`config.mk`:
```
export PLATFORM = sky130hd
export DESIGN_NAME = pal_olmc_bank
export DESIGN_NICKNAME = d
export VERILOG_FILES = /design/src/rtl/pal_olmc_pkg.sv /design/src/rtl/pal_olmc_reg.sv /design/src/rtl/pal_olmc_route.sv /design/src/rtl/pal_olmc_cell.sv /design/src/rtl/pal_olmc_bank.sv
export SDC_FILE = /design/constraint.sdc
export NUM_CORES = 1
export LEC_CHECK = 0
export BUFFER_PORTS_ARGS = -buffer_cell sky130_fd_sc_hd__buf_2
export CELL_PAD_IN_SITES_DETAIL_PLACEMENT = 1
export CELL_PAD_IN_SITES_GLOBAL_PLACEMENT = 1
export CORE_UTILIZATION = 20
export DETAILED_ROUTE_END_ITERATION = 16
export GPL_TIMING_DRIVEN = 0
export MAX_ROUTING_LAYER = met4
export PLACE_DENSITY = 0.7
export SKIP_CTS_REPAIR_TIMING = 1
export SLEW_MARGIN = 20
export SYNTH_ARGS = -nofsm -noshare
export SYNTH_HDL_FRONTEND = slang
export SYNTH_SLANG_ARGS = --single-unit
```
`constraint.sdc`:
```
create_clock -name clk -period 1.2 [get_ports clk]
set_clock_uncertainty 0.2 [all_clocks]
set_input_delay 0.06 -clock clk [delete_from_list [all_inputs] [get_ports clk]]
set_output_delay 0.06 -clock clk [all_outputs]
set_load 0.005 [all_outputs]
```
`src/rtl/pal_olmc_pkg.sv`:
```
`timescale 1ns/1ps
package pal_olmc_pkg;

  // {mode, polarity}: mode 1 bypasses the register, polarity 1 is active high
  typedef enum logic [1:0] {
    OLMC_REG_LOW  = 2'b00,
    OLMC_REG_HIGH = 2'b01,
    OLMC_CMB_LOW  = 2'b10,
    OLMC_CMB_HIGH = 2'b11
  } olmc_cfg_e;

  function automatic logic cfg_is_comb(olmc_cfg_e c);
    return c[1];
  endfunction

  function automatic logic cfg_is_high(olmc_cfg_e c);
    return c[0];
  endfunction

endpackage

```
`src/rtl/pal_olmc_reg.sv`:
```
`timescale 1ns/1ps
module pal_olmc_reg (
  input  logic clk,
  input  logic rst_async,
  input  logic preset_term,
  input  logic preload_en,
  input  logic preload_bit,
  input  logic d_i,
  output logic q_o
);

  // clear is asynchronous and beats everything; preload beats preset
  always_ff @(posedge clk or posedge rst_async) begin
    if (rst_async)        q_o <= 1'b0;
    else if (preload_en)  q_o <= preload_bit;
    else if (preset_term) q_o <= 1'b1;
    else                  q_o <= d_i;
  end

endmodule

```
`src/rtl/pal_olmc_route.sv`:
```
`timescale 1ns/1ps
module pal_olmc_route
  import pal_olmc_pkg::*;
(
  input  olmc_cfg_e cfg,
  input  logic      sum_i,
  input  logic      q_i,
  input  logic      pin_i,
  input  logic      oe_i,
  output logic      pin_o,
  output logic      pin_oe_o,
  output logic      fb_o
);

  logic sel;

  always_comb begin
    sel      = cfg_is_comb(cfg) ? sum_i : q_i;
    // polarity is applied after the bypass mux, just ahead of the driver
    pin_o    = cfg_is_high(cfg) ? sel : ~sel;
    pin_oe_o = oe_i;
    fb_o     = cfg_is_comb(cfg) ? pin_i : q_i;
  end

endmodule

```
`src/rtl/pal_olmc_cell.sv`:
```
`timescale 1ns/1ps
module pal_olmc_cell
  import pal_olmc_pkg::*;
(
  input  logic clk,
  input  logic rst_async,
  input  logic preset_term,
  input  logic preload_en,
  input  logic preload_bit,
  input  logic mode_bit,
  input  logic pol_bit,
  input  logic sum_i,
  input  logic oe_i,
  input  logic pin_i,
  output logic pin_o,
  output logic pin_oe_o,
  output logic fb_o
);

  olmc_cfg_e cfg;
  logic      q;

  assign cfg = olmc_cfg_e'({mode_bit, pol_bit});

  pal_olmc_reg u_reg (
    .clk         (clk),
    .rst_async   (rst_async),
    .preset_term (preset_term),
    .preload_en  (preload_en),
    .preload_bit (preload_bit),
    .d_i         (sum_i),
    .q_o         (q)
  );

  pal_olmc_route u_route (
    .cfg      (cfg),
    .sum_i    (sum_i),
    .q_i      (q),
    .pin_i    (pin_i),
    .oe_i     (oe_i),
    .pin_o    (pin_o),
    .pin_oe_o (pin_oe_o),
    .fb_o     (fb_o)
  );

endmodule

```
`src/rtl/pal_olmc_bank.sv`:
```
`timescale 1ns/1ps
module pal_olmc_bank #(
  parameter int N_CELLS = 4
) (
  input  logic               clk,
  input  logic               rst_async,
  input  logic               preset_term,
  input  logic               preload_en,
  input  logic [N_CELLS-1:0] preload_val,
  input  logic [N_CELLS-1:0] cfg_mode,
  input  logic [N_CELLS-1:0] cfg_pol,
  input  logic [N_CELLS-1:0] sum_term,
  input  logic [N_CELLS-1:0] oe_term,
  input  logic [N_CELLS-1:0] pin_in,
  output logic [N_CELLS-1:0] pin_out,
  output logic [N_CELLS-1:0] pin_oe,
  output logic [N_CELLS-1:0] fb
);

  for (genvar i = 0; i < N_CELLS; i++) begin : g_cell
    pal_olmc_cell u_cell (
      .clk         (clk),
      .rst_async   (rst_async),
      .preset_term (preset_term),
      .preload_en  (preload_en),
      .preload_bit (preload_val[i]),
      .mode_bit    (cfg_mode[i]),
      .pol_bit     (cfg_pol[i]),
      .sum_i       (sum_term[i]),
      .oe_i        (oe_term[i]),
      .pin_i       (pin_in[i]),
      .pin_o       (pin_out[i]),
      .pin_oe_o    (pin_oe[i]),
      .fb_o        (fb[i])
    );
  end

endmodule

```
==> Word level (Yosys, flattened, before mapping) <==
Cells that the tools add are included.
W data, S select, Z words.
{ "word_totals": {"reg_bits": 4, "in_bits": 28, "output_inout_bits": 12} }
{ "op_classes": {"n_mux": 20, "bitwise": 4} }
{ "op_table": {"columns": ["op", "count"], "rows": [
  ["$mux W1", 20],
  ["$not A1 Y1", 4]
]} }

==> Depth between registers and ports, before layout <==
{ "logic_depth": {"ltp_word": 3, "depth_mapped": 3} }

==> Cells and area by module <==
Synthesis repeated with hierarchy kept, for this count alone.
{ "hier_totals": {"cells_unflattened": 36, "hier_area_um2": 315.3} }
{ "modules_own_cells": {"columns": ["mod", "n_inst", "cells_per_inst", "area_each_um2", "seq_area_each_um2"], "rows": [
  ["pal_olmc_reg", 4, 5, 41.3, 25.0],
  ["pal_olmc_route", 4, 4, 37.5, 0.0]
]} }

==> Least setup slack after synthesis <==
OpenSTA, ideal clock, no wires.
{ "synth_timing": {"path_type": "flip-flop to output port", "start": "register g_cell[0].u_cell.u_reg.q_o", "end": "output port pin_out[0]", "arrival_time_ps": 759, "required_time_ps": 940, "slack_ps": 181, "stages_incl_launch_ff": 4, "path_cell_list": "dfrtp_1 mux2i_1 xor2_1 buf_4"} }
{ "synth_between": {"elab_chain_len": 3} }
{ "synth_lines": {"columns": ["item", "line_no", "rtl"], "rows": [
  ["start, declared", "pal_olmc_reg.sv:9", "output logic q_o"],
  ["start signal, assigned", "pal_olmc_reg.sv:15", "else if (preload_en) q_o <= preload_bit;"],
  ["start signal, assigned", "pal_olmc_reg.sv:17", "else q_o <= d_i;"],
  ["$mux W1 *", "pal_olmc_route.sv:18", "sel = cfg_is_comb(cfg) ? sum_i : q_i;"],
  ["$not A1 Y1", "pal_olmc_route.sv:20", "pin_o = cfg_is_high(cfg) ? sel : ~sel;"],
  ["$mux W1 *", "pal_olmc_route.sv:20", null],
  ["end, declared", "pal_olmc_bank.sv:15", "output logic [N_CELLS-1:0] pin_out,"]
]} }
Mark *: on every way between the ends. The rest lies on a longest branch, timed or not.

==> Final worst setup path <==
{ "layout_timing": {"start": "register g_cell[2].u_cell.u_reg.q_o", "end": "output port pin_out[2]"} }
{ "layout_between": {"elab_chain_len": 3} }
{ "layout_lines": {"columns": ["item", "line_no"], "rows": [
  ["start, declared", "pal_olmc_reg.sv:9"],
  ["start signal, assigned", "pal_olmc_reg.sv:15"],
  ["start signal, assigned", "pal_olmc_reg.sv:17"],
  ["$mux W1 *", "pal_olmc_route.sv:18"],
  ["$not A1 Y1", "pal_olmc_route.sv:20"],
  ["$mux W1 *", "pal_olmc_route.sv:20"]
]} }
Marks and branches as above.

==> summary.txt <==
Synthesis
  – Xor/xnor share of the synthesized area: 9.62%
  – Mux cell area share after synthesis: 23.4%
  – Synth Area in Simple Gates: 8.25%
  – Yosys top cell area share: 27.5%
  – Synthesized instance count: 41
  – Yosys cell types: 9
  – Synthesized area: 364 um^2
  – Top cells by area, synth: dfrtp_1 27%, buf_4 25%, mux2_2 12%, mux2i_1 11%, xor2_1 9.6%
  – Post-synthesis sequential area ratio: 27.5%
  – Synth area leader: dfrtp_1
  – Average cell area after synthesis: 8.88 um^2
  – Post-synthesis compound-gate area fraction: 5.50%
  – Net Count, Synth: 69
  – Number of synthesized register bits: 4
  – Post-Synth Adder-Cell Area: 0%
  – Largest family of logic cells by synthesized area: buffers and inverters
  – Syn. warnings: 0

Detailed routing
  – DR vias: 410
  – DR WL/cell: 10.1 um
  – Initial DRC count: 3
  – Final ANT Viol Nets: 0
  – Initial DRT Pass Iterations: 4
  – Total wire length: 1080 um
  – Residual DRC count: 0
  – Via density: 3.83

Placed design
  – Post-DP HPWL: 765 um
  – Placement Setup Slack: 0.0375 ns
  – Cell count after placement: 101
  – Cell Area, Placed: 571 um^2
  – PortBufs: 35
  – GPL Wtd Cong: 0.644

Global route
  – Grt ovf: 0
  – First-pass GRT wire length: 1380 um
  – Largest net degree at the start of global routing: 9
  – Total GRT Usage: 10.3%
  – Vias in the first global route: 345
  – Initial antenna violation count: 0

Timing
  – Max frequency: 0.750 GHz
  – Slew Limit Fails: 0
  – Worst slew pin tran: 0.167 ns
  – RSZ-0062 raised after global routing: yes
  – Min setup slack post-route: -0.134 ns
  – Slew HR: 88.6%
  – Final hold slack: 0.0509 ns
  – Hold Vio Cnt, Final: 0
  – Fin crit share: 111%
  – Clock period minus worst slack: 1.33 ns
  – Final setup fails: 8

Floorplan
  – Die area: 1990 um^2
  – Die Y-Extent: 44.7 um
  – Rows: 15
  – Core box area: 1710 um^2
  – Die width: 44.7 um
  – Starting density of the core: 21.3%
  – IO Pins: 40

Finish
  – Area growth syn-to-layout: 88.7%
  – Commonest non-fill, non-tap cell in the layout: buf_2
  – Net count, final: 112
  – Antenna diode count: 0
  – Share of cells above drive strength 1: 57.3%
  – Design area: 687 um^2
  – Biggest regs: g_cell.u_cell.u_reg.q_o x4
  – Largest Register: g_cell.u_cell.u_reg.q_o
  – Max reg flops: 4
  – Commonest cells after routing, fill and taps aside: 31 x buf_2, 11 x dlygate4sd3_1
  – Final cell count without fillers: 107

Critical path
  – CP endpoint kind: primary output
  – Critical path fanouts, max: 2
  – CP cell instances: mux2i_2 -> xor2_1 -> buf_2
  – Critical path arrival: 1.07 ns
  – CP startpoint kind: register
  – CP Class: reg -> out
  – Critical path's largest stage delay: 0.39 ns
  – Critical Path RT: 0.94 ns
  – CP max-delay cell: dfrtp_1

Clock network
  – CTS H-tree lvls: 1
  – Root Driver: clkbuf_4
  – CTS tree: yes
  – CTS Buf Count: 3
  – Clock-pin slew on the worst setup and hold paths: 0.04 ns
  – Clock Path Buffers: 2
  – CTS Sinks: 4

Pwr
  – P per Cell Area: 783 nW/um^2
  – Pleak: 0.370 nW
  – Maximum vdd drop: 0.328 mV

Outcome
  – Violated checks: setup timing
  – Status: finished, violations left

Flow run
  – Max_cap viols: 0

Worst hold path
  – HP Class: in -> async
## routing by layer
layer	global-route usage, %	wire, um
met1	10.4	368
met2	16.5	595
met3	2.45	101
met4	9.09	15
met5	-	0
## Yosys cell counts (all sizes together)
library cell,count
nor2,4
inv,1
buf,12
mux2,4
dfrtp,4
mux2i,4
xor2,4
o21ai,4
nand2,4
## cell type report
class | count | area, um^2
multi-input combinational | 24 | 189
buffer | 4 | 30.0
sequential | 4 | 100
fill | 212 | 1020
tap | 25 | 31.3
clock buffer | 3 | 22.5
timing repair buffer | 46 | 310
inverter | 1 | 3.75
## critical path, delay by kind of cell (launching register included)
kind / cells / cell delay [ns]
XOR/XNOR: 1 / 0.15
buffers and inverters: 1 / 0.13
flip-flops: 1 / 0.39
multiplexers: 1 / 0.17
## power by group
part	total (mW)	switching (mW)	internal, mW
Combinational	0.207	0.0712	0.136
Sequential	0.152	0.00610	0.146
Clock	0.179	0.0659	0.113
## worst max path at each step
stage                                               startpoint    endpoint
after floorplan           g_cell[0].u_cell.u_reg.q_o$_DFF_PP0_  pin_out[0]
after global placement    g_cell[0].u_cell.u_reg.q_o$_DFF_PP0_  pin_out[0]
after detailed placement  g_cell[2].u_cell.u_reg.q_o$_DFF_PP0_  pin_out[2]
after CTS                 g_cell[2].u_cell.u_reg.q_o$_DFF_PP0_  pin_out[2]
after global routing      g_cell[2].u_cell.u_reg.q_o$_DFF_PP0_  pin_out[2]
final                     g_cell[2].u_cell.u_reg.q_o$_DFF_PP0_  pin_out[2]
## cell families (layout without fill, tap and decap cells)
family,Yosys count,in the layout
buffers and inverters,13,54
muxes,8,8
and+or+nand+nor,8,8
AOI/OAI and AO/OA,4,4
xor gates and xnor gates,4,4
DFF,4,4
## per-stage QoR
step                      total power [mW]  TNS [ns]  util (%)
after floorplan                      0.258         0         -
after global placement               0.343         0      33.4
after detailed placement             0.347         0      33.4
after CTS                            0.529     -1.56      34.7
after global routing                 0.568     -1.13      40.2
final                                0.538    -0.716      40.2
(Power assumes the default switching activity.)
